===== config.mk =====
export PLATFORM = sky130hd
export DESIGN_NAME = coll_sig_ctrl
export DESIGN_NICKNAME = d
export VERILOG_FILES = /design/src/rtl/coll_sig_pkg.sv /design/src/rtl/coll_phase_gen.sv /design/src/rtl/coll_heartbeat.sv /design/src/rtl/coll_out_gate.sv /design/src/rtl/coll_sig_ctrl.sv
export SDC_FILE = /design/constraint.sdc
export NUM_CORES = 1
export LEC_CHECK = 0
export CAP_MARGIN = 30
export CORE_MARGIN = 2
export CORE_UTILIZATION = 45
export CTS_CLUSTER_DIAMETER = 120
export DETAILED_ROUTE_END_ITERATION = 16
export PLACE_DENSITY = 0.65
export SKIP_CTS_REPAIR_TIMING = 1
export SLEW_MARGIN = 25
export SYNTH_ARGS = -nofsm -noshare
export SYNTH_HDL_FRONTEND = slang
export SYNTH_SLANG_ARGS = --single-unit

===== constraint.sdc =====
create_clock -name clk -period 3.7 [get_ports clk]
set_input_delay 0.74 -clock clk [delete_from_list [all_inputs] [get_ports clk]]
set_output_delay 0.74 -clock clk [all_outputs]
set_load 0.05 [all_outputs]

===== src/rtl/coll_sig_pkg.sv =====
package coll_sig_pkg;
  typedef enum logic [1:0] {
    HB_IDLE  = 2'd0,
    HB_WAIT  = 2'd1,
    HB_BURST = 2'd2
  } hb_state_t;
endpackage


===== src/rtl/coll_phase_gen.sv =====
module coll_phase_gen #(
  parameter int DIV = 10
) (
  input  logic clk,
  input  logic rst,
  output logic ph_zero,
  output logic wave_hi
);
  localparam int HALF = DIV / 2;
  localparam int PW   = (DIV > 1) ? $clog2(DIV) : 1;
  localparam logic [PW-1:0] LAST = PW'(DIV - 1);

  logic [PW-1:0] ph_cnt;

  always_ff @(posedge clk) begin
    if (rst) ph_cnt <= '0;
    else if (ph_cnt == LAST) ph_cnt <= '0;
    else ph_cnt <= ph_cnt + 1'b1;
  end

  assign ph_zero = (ph_cnt == '0);
  assign wave_hi = (ph_cnt < PW'(HALF));

  p_wrap_r1: assert property (@(posedge clk) disable iff (rst)
    (ph_cnt == LAST) |=> (ph_cnt == '0));
  p_range_r1: assert property (@(posedge clk) disable iff (rst)
    (ph_cnt <= LAST));
endmodule


===== src/rtl/coll_heartbeat.sv =====
module coll_heartbeat
  import coll_sig_pkg::*;
#(
  parameter int HB_DELAY = 110,
  parameter int HB_LEN   = 100
) (
  input  logic clk,
  input  logic rst,
  input  logic tx_end,
  input  logic hb_en,
  output logic hb_req
);
  localparam int MAXC = (HB_DELAY > HB_LEN) ? HB_DELAY : HB_LEN;
  localparam int CW   = $clog2(MAXC) + 1;
  localparam logic [CW-1:0] D_LAST = CW'(HB_DELAY - 1);
  localparam logic [CW-1:0] L_LAST = CW'(HB_LEN - 1);

  hb_state_t     state;
  logic [CW-1:0] cnt;

  always_ff @(posedge clk) begin
    if (rst || !hb_en) begin
      state <= HB_IDLE;
      cnt   <= '0;
    end else if (tx_end) begin
      state <= HB_WAIT;
      cnt   <= '0;
    end else begin
      case (state)
        HB_WAIT: begin
          if (cnt == D_LAST) begin
            state <= HB_BURST;
            cnt   <= '0;
          end else cnt <= cnt + 1'b1;
        end
        HB_BURST: begin
          if (cnt == L_LAST) begin
            state <= HB_IDLE;
            cnt   <= '0;
          end else cnt <= cnt + 1'b1;
        end
        default: begin
          state <= HB_IDLE;
          cnt   <= '0;
        end
      endcase
    end
  end

  assign hb_req = (state == HB_BURST);

  p_disable_r6: assert property (@(posedge clk) disable iff (rst)
    !hb_en |=> (state == HB_IDLE));
  p_restart_r7: assert property (@(posedge clk) disable iff (rst)
    (hb_en && tx_end) |=> (state == HB_WAIT && cnt == '0));
  p_burst_len_r5: assert property (@(posedge clk) disable iff (rst)
    (state == HB_BURST) |-> (cnt <= L_LAST));
endmodule


===== src/rtl/coll_out_gate.sv =====
module coll_out_gate (
  input  logic clk,
  input  logic rst,
  input  logic req,
  input  logic ph_zero,
  input  logic wave_hi,
  output logic cd_p,
  output logic cd_n,
  output logic gate_on
);
  logic on_nxt;

  always_comb begin
    on_nxt = ph_zero ? req : gate_on;
  end

  always_ff @(posedge clk) begin
    if (rst) begin
      gate_on <= 1'b0;
      cd_p    <= 1'b0;
      cd_n    <= 1'b0;
    end else begin
      gate_on <= on_nxt;
      cd_p    <= on_nxt & wave_hi;
      cd_n    <= on_nxt & ~wave_hi;
    end
  end

  p_idle_zero_r4: assert property (@(posedge clk) disable iff (rst)
    !gate_on |-> (!cd_p && !cd_n));
  p_complement_r8: assert property (@(posedge clk) disable iff (rst)
    gate_on |-> (cd_p != cd_n));
  p_start_high_r9: assert property (@(posedge clk) disable iff (rst)
    $rose(gate_on) |-> cd_p);
  p_hold_r1: assert property (@(posedge clk) disable iff (rst)
    (gate_on && req) |=> gate_on);
endmodule


===== src/rtl/coll_sig_ctrl.sv =====
module coll_sig_ctrl #(
  parameter int DIV      = 10,
  parameter int HB_DELAY = 110,
  parameter int HB_LEN   = 100
) (
  input  logic clk,
  input  logic rst,
  input  logic col_det_i,
  input  logic jabber_i,
  input  logic tx_end_i,
  input  logic hb_enable_i,
  output logic ci_p_o,
  output logic ci_n_o,
  output logic ci_active_o
);
  logic ph_zero, wave_hi, hb_req, any_req;

  coll_phase_gen #(.DIV(DIV)) u_phase (
    .clk(clk), .rst(rst), .ph_zero(ph_zero), .wave_hi(wave_hi)
  );

  coll_heartbeat #(.HB_DELAY(HB_DELAY), .HB_LEN(HB_LEN)) u_hb (
    .clk(clk), .rst(rst), .tx_end(tx_end_i), .hb_en(hb_enable_i), .hb_req(hb_req)
  );

  assign any_req = col_det_i | jabber_i | hb_req;

  coll_out_gate u_gate (
    .clk(clk), .rst(rst), .req(any_req), .ph_zero(ph_zero), .wave_hi(wave_hi),
    .cd_p(ci_p_o), .cd_n(ci_n_o), .gate_on(ci_active_o)
  );

  p_col_holds_r2: assert property (@(posedge clk) disable iff (rst)
    (ci_active_o && col_det_i) |=> ci_active_o);
  p_jab_holds_r3: assert property (@(posedge clk) disable iff (rst)
    (ci_active_o && jabber_i) |=> ci_active_o);
endmodule


After elaboration in Yosys (flattened, before gate mapping)
Index checks and enable logic that the tools add are counted.
- bits in registers: 17
- input port bits: 6
- output and inout port bits: 3
- logic and storage cells: 39
- add/subtract/negate cells: 2
- magnitude comparators: 1
- equal/unequal tests: 9
- muxes and demuxes: 8
- bitwise gates (word level): 5
- reduce and logical (&&, ||, !) cells: 7
- operators by type and width (operator ; number):
    $eq A8 B7 Y1 const B ; 2
    $mux W8 ; 2
    $pmux W8 S2 ; 1
    $add A8 B1 Y8 const B ; 1
    $ne A3 B2 Y1 const B ; 2
    $add A4 B1 Y4 const B ; 1
    $eq A4 B4 Y1 const B ; 1
    $logic_not A4 Y1 ; 1
    $lt A4 B3 Y1 const B ; 1
    $mux W2 ; 2
    $ne A2 B1 Y1 const B ; 2
    $pmux W2 S2 ; 1
    $reduce_and A2 Y1 ; 2
    $reduce_or A2 Y1 ; 2
    $and A1 B1 Y1 ; 2
    $eq A2 B1 Y1 const B ; 1
    $eq A2 B2 Y1 const B ; 1
    $mux W1 ; 2
    $or A1 B1 Y1 ; 2
    $logic_not A1 Y1 ; 1
    $logic_or A1 B1 Y1 ; 1
    $not A1 Y1 ; 1

Depth between registers and ports, before layout
Gate-level depths: netlist (run 1).
- word-level depth: 4
- gate-level depth with buffers: 5
- gate-level depth less buffers: 5

Modules after synthesis
Synthesis (run 1) repeated with hierarchy kept, for this count alone.
- cells, all modules: 91
- area, all modules: 879.6 µm²
- modules (own cells, without submodules) (module ; instances ; cells each ; area each (µm²) ; sequential area each (µm²)):
    coll_heartbeat ; 1 ; 60 ; 573.0 ; 200.2
    coll_phase_gen ; 1 ; 23 ; 209.0 ; 80.1
    coll_out_gate ; 1 ; 7 ; 91.3 ; 60.1
    coll_sig_ctrl ; 1 ; 1 ; 6.3 ; 0.0

Worst setup path after synthesis (run 1)
OpenSTA, ideal clock, no wires.
- path type: input port to flip-flop
- start: input port rst
- end: register u_hb.cnt[6]
- library setup time: 0.095 ns
- data arrival time: 1.575 ns
- required time: 3.605 ns
- path slack: 2.029 ns
- cell stages on the path: 5
- buffers on the path: 2
- cells stage by stage: clkbuf_1 nor3b_1 nand2b_1 clkbuf_1 a221oi_1
- cells in the longest elaborated chain, start to end: 2
- RTL lines (item ; line ; text):
    start, declared ; coll_sig_ctrl.sv:7 ; input logic rst,
    $logic_or A1 B1 Y1 ; coll_heartbeat.sv:22 ; if (rst || !hb_en) begin
    $reduce_or A2 Y1 (no line) ; n/a ;
    end signal, assigned ; coll_heartbeat.sv:34 ; end else cnt <= cnt + 1'b1;
    end signal, assigned ; coll_heartbeat.sv:40 ; end else cnt <= cnt + 1'b1;
    end, declared ; coll_heartbeat.sv:19 ; logic [CW-1:0] cnt;
Every way passes these cells.
A chain may end at the register's enable or synchronous reset.

Final worst setup path (run 1)
- start: register u_gate.gate_on
- end: output port ci_active_o
- RTL lines (item ; line ; text):
    start, declared ; coll_out_gate.sv:9 ; output logic gate_on
    start signal, assigned ; coll_out_gate.sv:23 ; gate_on <= on_nxt;
    end, declared ; coll_sig_ctrl.sv:14 ; output logic ci_active_o
No word-level cell between the ends.

==> flow_summary.ini, run 1 <==
[status]
status = completed

[floorplan]
dieWidth_um = 48.99
rows = 16
dieArea_um2 = 2400
boundaryPins = 9
start_util = 0.4691
core_area_um2 = 1942
die_h_um = 48.99

[timing]
period_needed_ns = 2.157
setup_violations = 0
finalHoldViolCount = 0
fin_crit_sh = 0.5830
totalNegativeSetupSlack_ns = 0
clock-skew-final_ns = 0.006792
worst-slew-pin-transition_ns = 0.4915
rsz0062_at_grt = no
fmax_ghz = 0.4636
slew_headroom = 0.6713
finalMaxSlewViolations = 0

[clock_network]
clock_path_buffers = 2
numCtsBuffers = 3
cts_tree = done
clock_sinks = 17
insertion_delay_ns = 0.29
clkSlewWorstSetupHoldPaths_ns = 0.09
htree_num_levels = 1
cts-root-buf = clkbuf_4

[synth]
ys_ff_latch = 17
synthArstFlopShare = 0
synth_top_area_cell = dfxtp_1
synth_edf_count = 0
syn_area_um2 = 910.9
seq_area_frac_synth = 0.3736
synth_area_per_cell_um2 = 9.690
synth_fp_nets = 108
syn_inst = 94
synth_top_area_share = 0.3736
yosys_warnings = 0
synth_top_cells_by_area = dfxtp_1 37%, ha_1 11%, a211oi_1 4.1%
synthFlopType = dfxtp_1
yosysUniqueCellTypes = 34

[cells_and_area]
diodes = 0
final_cell_mix = 17 x dfxtp_1, 8 x ha_1, 8 x clkdlybuf4s50_1, 6 x inv_1, 6 x nand2_1
drive_above_1_share = 0.1068
area_delta_synth_final_pct = 14.01
nFillCells = 198
final_cells = 130
nets = 118
final_core_util = 0.5348
layout.cells.most_common = dfxtp_1

[worst_setup_path]
cp.required_ns = 2.96
crit_arrival_ns = 1.42
startpoint_type = flop
worstSetupPathType = flop to primary output
end_kind = primary output
path_max_fanout = 2
slowest_delay_ns = 0.80
path_buf_inv = 1
path_cells = clkdlybuf4s50_1
critical-path-top-delay-family = buffers and inverters
crit_slowest_cell = clkdlybuf4s50_1

[global_route]
overflow = 0
track_usage = 0.1594
grt_max_degree = 10
antenna_found_initial = 0
grt_pass1_vias = 655
grt_pass1_wl_um = 2904

[power]
total_power_mw = 0.3366
p_per_area_nw_per_um2 = 324.1
switching_share = 0.2541
p_int_mw = 0.2511
p_leak_nw = 0.3384
clkPwrFrac = 0.287
vdd_drop_max_mv = 0.2805
p_sw_mw = 0.08553
power_frac_comb = 0.136
power_frac_seq = 0.577

[placement]
port_buffers = 8
placedCellCount = 126
finalWeightedCongestion = 0.8452
hpwl_um = 1177

[route]
routedWlPerCell_um = 12.47
dr.first_iter.drc_count = 11
vias = 705
drc = 0
wirelength_um = 1621
ant_nets = 0
routed_via_density = 5.423
first_pass_iters = 4

[worst_hold_path]
hold_class = flop to flop

[run]
maxCapViolCount = 0
stage by stage:
stage | setup slack (ns) | instance area [um2] | hold WS (ns)
5_1_grt | 1.498 | 1039 | 0.5361
4_1_cts | 1.526 | 1039 | 0.5094
2_1_floorplan | 2.029 | 910.9 | 0.4698
6_report | 1.543 | 1039 | 0.5093
3_3_place_gp | 1.490 | 1012 | 0.4852
3_5_place_dp | 1.449 | 1012 | 0.4929
path summary, 6_finish.rpt:
check,startpoint,end,slack [ns],cells past startpoint
worst max-delay path,u_gate.gate_on,ci_active_o,1.54,1
worst min-delay path,u_hb.cnt[7],u_hb.cnt[7],0.51,2
worst max register to register,u_hb.cnt[0],u_hb.cnt[6],1.95,4
worst min register to register,u_hb.cnt[7],u_hb.cnt[7],0.51,2
power by group through the flow:
stage | clock network, mW | registers [mW] | logic (mW)
after floorplan | 0 | 0.208 | 0.0210
after global placement | 0 | 0.198 | 0.0464
after detailed placement | 0 | 0.199 | 0.0460
after CTS | 0.101 | 0.194 | 0.0462
after global routing | 0.109 | 0.196 | 0.0506
final | 0.0966 | 0.194 | 0.0457
routing by layer:
layer,global-route usage,share of wire
met1,0.1961,0.49
met5,0,0
met4,0.04286,0
met2,0.2580,0.46
met3,0.06442,0.054
synth_stat cells (2+ instances only):
cell type  instances
nand3_1            3
o211ai_1           4
inv_1              6
nand2_1            6
clkbuf_1           2
a21oi_1            3
or3_1              3
and3b_1            2
mux2i_1            2
a211oi_1           5
nor3_1             2
a221oi_2           2
dfxtp_1           17
ha_1               8
nor2_1             3
nor3b_1            4
o21ai_0            3
xor2_1             2
o21ai_2            2
cell families after synthesis:
| group | Yosys count | share of synthesized area |
|---|---|---|
| muxes | 2 | 0.02198 |
| xor gates and xnor gates | 3 | 0.02885 |
| adders and majority gates | 8 | 0.1099 |
| buffers and inverters | 9 | 0.03846 |
| DFF | 17 | 0.3736 |
| AOI/OAI and AO/OA | 23 | 0.1951 |
| and+or+nand+nor | 32 | 0.2322 |
area by class of cell:
class / instances / area (um2) / share of cell area
Multi-Input combinational cell: 68 / 535.5 / 0.5157
Sequential cell: 17 / 340.3 / 0.3277
Tap cell: 27 / 33.78 / 0.03253
Timing Repair Buffer: 8 / 80.08 / 0.07711
Inverter: 6 / 22.52 / 0.02169
Clock buffer: 4 / 26.28 / 0.02530
flip-flops by register name, indices dropped and copies added (netlist names):
register	flops
u_hb.state	2
u_gate.gate_on	1
u_gate.cd_p	1
u_phase.ph_cnt	4
u_hb.cnt	8
u_gate.cd_n	1
(Power assumes the default switching activity.)
==> inputs of run 2 (changes only) <==
- clock period: 3.7 -> 2.1 ns (I/O delays scaled with it)
==> run 2 against run 1 <==
Utilization up 0.45 points. Register-to-register slack lost 1.6 ns. Combinational power increased by 82%. Sequential power is 76% higher. Sequential share of layout area decreased by 0.27 points. Die area unchanged. First-iteration DRC count decreased by 9.1%. Final cell count grew 0.77%. Setup slack lost 1.3 ns. Clock-buffer cell count decreased by 1. Sequential cell count is the same.
==> flow_summary.ini, run 2 (synthesis gave the netlist of run 1 again) <==
[route]
dr.first_iter.drc_count = 10
vias = 699
routed_via_density = 5.336
wirelength_um = 1579
first_pass_iters = 4
drc = 0
ant_nets = 0
routedWlPerCell_um = 12.05

[worst_setup_path]
critical-path-top-delay-family = buffers and inverters
crit_slowest_cell = clkdlybuf4s50_1
crit_arrival_ns = 1.43
slowest_delay_ns = 0.80
startpoint_type = flop
worstSetupPathType = flop to primary output
path_cells = clkdlybuf4s50_1
path_buf_inv = 1
cp.required_ns = 1.68
end_kind = primary output
path_max_fanout = 2

[timing]
slew_headroom = 0.6704
finalHoldViolCount = 0
finalMaxSlewViolations = 0
rsz0062_at_grt = no
totalNegativeSetupSlack_ns = 0
fin_crit_sh = 0.8830
hold_ws_ns = 0.5102
setup_violations = 0
worst-slew-pin-transition_ns = 0.4929
fmax_ghz = 0.5393
clock-skew-final_ns = 0.009509
period_needed_ns = 1.854

[placement]
hpwl_um = 1206
port_buffers = 8
place_area_um2 = 1020
finalWeightedCongestion = 0.8147
placedCellCount = 127

[clock_network]
cts_tree = done
clock_path_buffers = 2
cts-root-buf = clkbuf_4
htree_num_levels = 1
clkSlewWorstSetupHoldPaths_ns = 0.10
numCtsBuffers = 3
clock_sinks = 17
insertion_delay_ns = 0.29

[cells_and_area]
finalInstanceArea_um2 = 1047
diodes = 0
top_register = u_hb.cnt
drive_above_1_share = 0.1250
nets = 119
final_cells = 131
area_delta_synth_final_pct = 14.97
layout.cells.most_common = dfxtp_1
final_cell_mix = 17 x dfxtp_1, 8 x ha_1, 8 x clkdlybuf4s50_1, 6 x inv_1, 6 x nand2_1
largest_reg_flops = 8
top_regs = u_hb.cnt: 8 flops, u_phase.ph_cnt: 4 flops, u_hb.state: 2 flops

[power]
vdd_drop_max_mv = 0.3494
p_per_area_nw_per_um2 = 569.5
p_leak_nw = 0.3459

[floorplan]
die_h_um = 48.99
boundaryPins = 9
dieWidth_um = 48.99
start_util = 0.4691
rows = 16
core_area_um2 = 1942
dieArea_um2 = 2400

[global_route]
grt_pass1_vias = 694
grt_max_degree = 11
track_usage = 0.1556
overflow = 0
grt_pass1_wl_um = 2932
antenna_found_initial = 0

[status]
status = completed

[worst_hold_path]
hold_class = flop to flop

[run]
maxCapViolCount = 0
-- run 2: changes by cell type in the layout (fill, tap and decap cells not counted), sizes merged --
cell	before	now
clkbuf	4	3
clkinv	0	1
buf	0	1
-- run 2: where the power goes --
group | total (mW) | switching (mW) | leakage, nW | internal [mW]
logic | 0.0830 | 0.0460 | 0.190 | 0.0369
clock network | 0.171 | 0.100 | 0.0177 | 0.0707
registers | 0.342 | 0.00905 | 0.138 | 0.333
total | 0.596 | 0.155 | 0.346 | 0.441
-- run 2: layout make-up --
cell class / count / area [um2]
inverter: 6 / 22.52
sequential: 17 / 340.3
tap: 27 / 33.78
timing repair buffer: 9 / 87.58
fill: 192 / 894.6
clock inverter: 1 / 5.005
clock buffer: 3 / 22.52
multi-input combinational: 68 / 535.5
-- run 2: per-layer routing --
layer,share of wire,up-vias,GRT usage
met4,0,0,0.05714
met1,0.50,322,0.1865
met2,0.45,11,0.2626
met3,0.046,0,0.04601
met5,0,-,0
li1,-,366,-
-- run 2: path summary, 6_finish.rpt --
path	to	start	slack, ns	cells after the start
max reg2reg	u_hb.state[0]	u_hb.cnt[0]	0.34	4
min	u_hb.cnt[7]	u_hb.cnt[7]	0.51	2
min reg2reg	u_hb.cnt[7]	u_hb.cnt[7]	0.51	2
max	ci_active_o	u_gate.gate_on	0.25	1
-- run 2: through the flow --
| stage | power, mW | setup WS (ns) | util |
|---|---|---|---|
| after floorplan | 0.4029 | 0.5593 | - |
| after global placement | 0.4320 | 0.3673 | 0.5251 |
| after detailed placement | 0.4337 | 0.3319 | 0.5251 |
| after CTS | 0.6053 | 0.2277 | 0.5393 |
| after global routing | 0.6231 | 0.1666 | 0.5393 |
| final | 0.5965 | 0.2456 | 0.5393 |
-- run 2: worst reg2reg max path, cell delays in order, from the launching register on --
cell	delay [ns]
dfxtp_1	0.41
ha_1	0.27
or3b_1	0.40
o21ai_2	0.39
o211ai_1	0.16
